[src/rtl/fwmem_target.sv]
module fwmem_target #(
  parameter int ADDR_NIB = 7
) (
  input  logic                  clk,
  input  logic                  rst_n,
  input  logic                  frame_n,
  input  logic [3:0]            lad_i,
  output logic [3:0]            lad_o,
  output logic                  lad_oe,
  input  logic [3:0]            strap_id,
  output logic [4*ADDR_NIB-1:0] mem_addr,
  output logic                  mem_rd,
  output logic                  mem_wr,
  output logic [7:0]            mem_wdata,
  input  logic [7:0]            mem_rdata,
  input  logic                  mem_stall
);
  localparam int AW = 4 * ADDR_NIB;
  localparam int CW = $clog2(ADDR_NIB + 1);
  localparam logic [3:0] START_RD = 4'b1101;
  localparam logic [3:0] START_WR = 4'b1110;
  localparam logic [3:0] SYNC_OK  = 4'b0000;
  localparam logic [3:0] SYNC_WT  = 4'b0101;

  typedef enum logic [3:0] {
    S_IDLE, S_ID, S_ADDR, S_SIZE, S_RTAR, S_RSYNC, S_RDATA,
    S_WDATA, S_WTAR, S_WSYNC, S_ETAR
  } st_t;

  st_t           st;
  logic          wr_q, rdy_q;
  logic [CW-1:0] cnt;
  logic [AW-1:0] addr_q;
  logic [7:0]    data_q;

  always_ff @(posedge clk or negedge rst_n) begin
    if (!rst_n) begin
      st     <= S_IDLE;
      wr_q   <= 1'b0;
      rdy_q  <= 1'b0;
      cnt    <= '0;
      addr_q <= '0;
      data_q <= '0;
    end else if (!frame_n) begin
      cnt   <= '0;
      rdy_q <= 1'b0;
      wr_q  <= (lad_i == START_WR);
      st    <= (lad_i == START_RD || lad_i == START_WR) ? S_ID : S_IDLE;
    end else begin
      cnt <= cnt + CW'(1);
      case (st)
        S_ID: begin
          cnt <= '0;
          st  <= (lad_i == strap_id) ? S_ADDR : S_IDLE;
        end
        S_ADDR: begin
          addr_q <= {addr_q[AW-5:0], lad_i};
          if (cnt == CW'(ADDR_NIB - 1)) st <= S_SIZE;
        end
        S_SIZE: begin
          cnt <= '0;
          if (lad_i != 4'h0) st <= S_IDLE;
          else               st <= wr_q ? S_WDATA : S_RTAR;
        end
        S_RTAR:
          if (cnt[0]) begin st <= S_RSYNC; cnt <= '0; end
        S_RSYNC: begin
          cnt <= (cnt == '0) ? CW'(1) : cnt;
          if (rdy_q) begin
            st  <= S_RDATA;
            cnt <= '0;
          end else if (cnt != '0 && !mem_stall) begin
            rdy_q  <= 1'b1;
            data_q <= mem_rdata;
          end
        end
        S_RDATA:
          if (cnt[0]) begin st <= S_ETAR; cnt <= '0; end
        S_WDATA: begin
          data_q <= {lad_i, data_q[7:4]};
          if (cnt[0]) begin st <= S_WTAR; cnt <= '0; end
        end
        S_WTAR:
          if (cnt[0]) begin st <= S_WSYNC; cnt <= '0; end
        S_WSYNC: begin
          st  <= S_ETAR;
          cnt <= '0;
        end
        S_ETAR:
          if (cnt[0]) st <= S_IDLE;
        default: cnt <= '0;
      endcase
    end
  end

  assign lad_oe = (st inside {S_RSYNC, S_RDATA, S_WSYNC}) || (st == S_ETAR && !cnt[0]);

  always_comb begin
    case (st)
      S_RSYNC: lad_o = rdy_q ? SYNC_OK : SYNC_WT;
      S_RDATA: lad_o = cnt[0] ? data_q[7:4] : data_q[3:0];
      S_ETAR:  lad_o = 4'hF;
      default: lad_o = SYNC_OK;
    endcase
  end

  assign mem_rd    = (st == S_RSYNC) && !rdy_q;
  assign mem_wr    = (st == S_WSYNC);
  assign mem_addr  = addr_q;
  assign mem_wdata = data_q;
endmodule

[config.mk]
export PLATFORM = sky130hd
export DESIGN_NAME = fwmem_target
export DESIGN_NICKNAME = d
export VERILOG_FILES = /design/src/rtl/fwmem_target.sv
export SDC_FILE = /design/constraint.sdc
export NUM_CORES = 1
export LEC_CHECK = 0
export BUFFER_PORTS_ARGS = -buffer_cell sky130_fd_sc_hd__buf_2
export CORE_MARGIN = 5
export CORE_UTILIZATION = 53
export CTS_CLUSTER_DIAMETER = 120
export CTS_CLUSTER_SIZE = 14
export DETAILED_ROUTE_END_ITERATION = 10
export HOLD_SLACK_MARGIN = 0.12
export PLACE_DENSITY = 0.83
export SYNTH_ARGS = -nofsm -noshare
export SYNTH_HDL_FRONTEND = slang
export SYNTH_SLANG_ARGS = --single-unit
[constraint.sdc]
create_clock -name clk -period 2.5 [get_ports clk]
set_input_delay 0.5 -clock clk [delete_from_list [all_inputs] [get_ports clk]]
set_output_delay 0.5 -clock clk [all_outputs]
set_load 0.05 [all_outputs]
## Yosys cells after proc, flatten, opt, wreduce, memory -nomap -nowiden

Cells that the tools add are included.

| storage, ports and cells | value |
|---|---|
| register bits after elaboration | 45 |
| input port bits | 20 |
| output and inout port bits | 43 |
| logic and storage cells | 79 |

| cells by class | value |
|---|---|
| add/sub/neg operators | 1 |
| equal/unequal tests | 26 |
| multiplexer cells | 28 |
| reduce and logical (&&, ||, !) cells | 18 |

Operator list:

| cell | number |
|---|---|
| $pmux W4 S10 | 1 |
| $mux W4 | 9 |
| $ne A3 B3 Y1 const B | 7 |
| $eq A4 B4 Y1 const B | 5 |
| $mux W3 | 6 |
| $eq A4 B3 Y1 const B | 4 |
| $mux W8 | 2 |
| $pmux W8 S2 | 1 |
| $pmux W4 S3 | 1 |
| $ne A11 B1 Y1 const B | 1 |
| $pmux W3 S3 | 1 |
| $eq A4 B2 Y1 const B | 2 |
| $reduce_and A8 Y1 | 1 |
| $reduce_bool A3 Y1 | 2 |
| $mux W1 | 5 |
| $eq A4 B1 Y1 const B | 1 |
| $eq A4 B4 Y1 | 1 |
| $mux W2 | 2 |
| $ne A2 B2 Y1 const B | 2 |
| $ne A4 B4 Y1 const B | 1 |
| $reduce_and A4 Y1 | 1 |
| $reduce_bool A4 Y1 | 1 |
| $reduce_or A4 Y1 | 1 |
| $add A3 B1 Y3 const B | 1 |
| other kinds (9) | 14 |

## Logic depth before layout (Yosys ltp)

| depth | value |
|---|---|
| depth after elaboration | 6 |
| mapped depth | 9 |
| gate-level depth less buffers | 7 |

## Worst setup path after synthesis

Ideal clock, no wire load.

| path | value |
|---|---|
| path type | reg2out |
| start point | register st[3] |
| end point | output lad_o[0] |
| arrival | 1.681 ns |
| data required time | 2.000 ns |
| path slack | 0.319 ns |
| stages on the path, launching flop included | 5 |
| buffers on the path | 1 |
| path through | dfrtp_1 -> clkbuf_1 -> nor2b_1 -> a21oi_1 -> o21ai_1 |

| on the way | value |
|---|---|
| longest elaborated chain between the ends | 2 |

Ends and longest elaborated chain:

| what | line | text |
|---|---|---|
| from (decl) | 30 | `st_t st;` |
| from (signal assigned) | 48 | `st <= (lad_i == START_RD \|\| lad_i == START_WR) ? S_ID : S_IDLE;` |
| from (signal assigned) | 54 | `st <= (lad_i == strap_id) ? S_ADDR : S_IDLE;` |
| from (signal assigned) | 63 | `else st <= wr_q ? S_WDATA : S_RTAR;` |
| $eq A4 B4 Y1 / $eq A4 B3 Y1 (equally long branches) | 99 | `case (st)` |
| $pmux W4 S3 * | 99 |  |
| to (decl) | 8 | `output logic [3:0] lad_o,` |

Every way passes the cells marked *; elsewhere a longest branch is shown, timed or not.

## Worst setup path in the final report

| path | value |
|---|---|
| start point | register st[3] |
| end point | output mem_rd |

| on the way | value |
|---|---|
| longest elaborated chain between the ends | 2 |

Ends and longest elaborated chain:

| what | line | text |
|---|---|---|
| $eq A4 B3 Y1 | 107 | `assign mem_rd = (st == S_RSYNC) && !rdy_q;` |
| $logic_and A1 B1 Y1 | 107 |  |
| to (decl) | 12 | `output logic mem_rd,` |

Every way passes these cells.

==> qor.csv <==
metric;value;unit
Die ar.;0.005987;sq mm
Critical Path Start Type;flop;
Worst Setup SP;st[3];
stages on the worst setup path;4;
row count;24;
CP peak stage delay;0.54;ns
post-route ant nets;0;
IO Pins;63;
first-pass GRT wire length;8.756;mm
Final Hold Fails;0;
WL per Instance;15.78;um
htree depth;2;
Worst Clk Skew;0.006946;ns
Setup TNS;0;ns
Worst Path Required;2.00;ns
CTS tree;built;
Syn Nets;236;
worst reg2reg startpoint;cnt[0];
Critical Path Fanout Max;17;
Clock Path Buffers;2;
DRC Markers;0;
share of layout cells above drive strength 1;0.3927;
I/O Buffers;62;
count of different cell masters after synthesis;48;
synth warn;0;
clk slew on worst S/H paths;0.09;ns
clock tree sinks;45;
Horiz. Die Dim;77.38;um
core box area;0.004384;sq mm
Final Net Count;297;
Antenna Cells;0;
Final setup viols;0;
critical path endpoint category;output pin;
initial antenna violation count;0;
Setup Buffers After CTS;0;
via count;1855;
worst-margin pin slew;0.6429;ns
DR pass1 iterations;4;
CP Capture Point;mem_rd;
Total GRT Usage;0.1780;
effective utilization at floorplan;0.5488;
WHS;0.2710;ns
Avg Inst Size Synth;11.30;sq um
sequential-to-total area share from yosys stat;0.4680;
CTS root buf;clkbuf_8;
HP Class;in -> async;
Place WS;0.4255;ns
worst reg2reg path depth;7;
MaxCap Viol Count;0;
Synth top area share;0.4680;
FF-to-FF End;mem_wdata[3];
pin count of the biggest net entering global routing;46;
Yosys reg bits;45;
Max IR drop VDD;0.0004496;V
post-synthesis cell area;0.002406;sq mm
max frequency;0.4248;GHz
status;finished clean;
Setup Crit Path Kind;reg -> out;
most common cell after layout, fill and taps aside;buf_2;
slowest CP cell;dfrtp_1;
async set-or-reset flop fraction in the synthesized netlist;1.000;
register-to-register setup slack;0.33;ns
main flop type after synthesis;dfrtp_1;
WP data arrival;1.85;ns
Total Power;0.001468;W
Final period util;0.9415;
Top delay family on crit path;simple AND/OR/NAND/NOR gates;
1st-iter DRT viols;139;
Slew HR;0.5714;
RSZ-0062 raised after global routing;no;
Max Slew Vio Count;0;
Routed WL;5.160;mm
fin util;0.6490;
Vias/cell;5.673;
Clock Latency Late Sink;0.30;ns
total grt overflow;0;
Synth area leaders;dfrtp_1 47%, mux2_4 12%, mux2_1 3.7%;
CTS buffer count;5;
Synth area leader;dfrtp_1;
Post-DP HPWL;3.841;mm
PD cells;516.1;mW/mm^2
number of enable flip-flop cells after synthesis;0;
Tmin final;2.354;ns
area grow syn2layout;18.25;%
vias in the first global route;1860;
post-route worst setup slack;0.1461;ns
commonest non-fill, non-tap cells in the layout;62 x buf_2, 43 x dfrtp_1, 20 x mux2_4, 16 x o21ai_1, 14 x nand2_1;
Gate Count Post-Synth;213;
die height;77.38;um
GP Congestion;0.8152;
Lkg Pwr;1.590;nW
CP Cell Sequence;nand2b_1 > or3_4 > inv_2 > buf_2;
Crit path buffers/inverters;2;
kinds of logic (layout without fill, tap and decap cells):
logic type | after synthesis | count (layout) | synth area share
AOI/OAI and AO/OA | 48 | 48 | 0.1264
xor gates and xnor gates | 5 | 5 | 0.01820
adders and majority gates | 3 | 3 | 0.01560
buffers and inverters | 15 | 77 | 0.03120
DFF | 45 | 45 | 0.4680
muxes | 40 | 40 | 0.2143
and+or+nand+nor | 57 | 57 | 0.1264
report_power, final:
| group | internal [W] | leakage [nW] | switching (W) |
|---|---|---|---|
| Sequential | 0.000752 | 0.621 | 0.0000235 |
| Clock | 0.000228 | 0.0478 | 0.000253 |
| Combinational | 0.0000685 | 0.920 | 0.000144 |
Yosys cell counts (all sizes together), types with 2 or more instances:
cell type   n
mux2       32
ha          3
a21oi       9
inv         4
and2        2
o21a        2
clkbuf      6
nand2      16
nand3       5
nand2b      4
nor4        3
or3         2
dfrtp      45
mux2i       8
a21boi      3
xor2        5
buf         5
a31oi       2
nor3        3
nor2b       4
o211ai      2
o2111ai     2
nor2       13
o21ai      21
metal layers:
| layer | up-vias | global-route usage | wire length, um |
|---|---|---|---|
| li1 | 885 | - | - |
| met1 | 898 | 0.2367 | 2248 |
| met5 | - | 0 | 0 |
| met2 | 66 | 0.2778 | 2480 |
| met3 | 6 | 0.04745 | 360 |
| met4 | 0 | 0.07045 | 70 |
flip-flops by register name, summed over array words and instances (netlist names):
| name | count |
|---|---|
| mem_addr | 28 |
| rdy_q | 1 |
| mem_wdata | 8 |
| st | 4 |
| wr_q | 1 |
| cnt | 3 |
worst reg2reg max path, cell delays in order, from the launching register on:
cell       delay (ns)
dfrtp_1          0.48
inv_1            0.21
ha_1             0.20
nor2b_1          0.32
nor3_1           0.10
o2111ai_2        0.54
nand2_1          0.15
o21ai_1          0.10
worst min-delay path by stage:
stage | slack (ns) | cells past startpoint | end | from
2_1_floorplan | 0.20 | 0 | cnt[0] | rst_n
3_3_place_gp | 0.47 | 1 | mem_addr[27] | mem_addr[27]
3_5_place_dp | 0.49 | 1 | mem_addr[24] | mem_addr[24]
4_1_cts | 0.28 | 2 | mem_addr[9] | rst_n
5_1_grt | 0.31 | 2 | mem_addr[11] | rst_n
6_report | 0.27 | 2 | mem_addr[11] | rst_n
layout make-up:
cell class	count	area [sq um]
clock buffers	6	82.58
clock inverters	2	16.27
fillers	345	1539
inverters	4	15.01
multi-input cells	153	1205
flip-flops and latches	45	1129
well taps	52	65.06
repair buffers	65	332.8
stage by stage:
stage,cell area [sq um],cells
after floorplan,2406,213
after global placement,2744,319
after detailed placement,2744,319
after CTS,2843,327
after global routing,2845,327
final,2845,327
timing repair:
item / in CTS / in global routing
hold buffers: 0 / 0
endpoints found under the setup margin: 0 / 3
gates resized for setup: 0 / 2
Power figures use the tool's default switching activity.
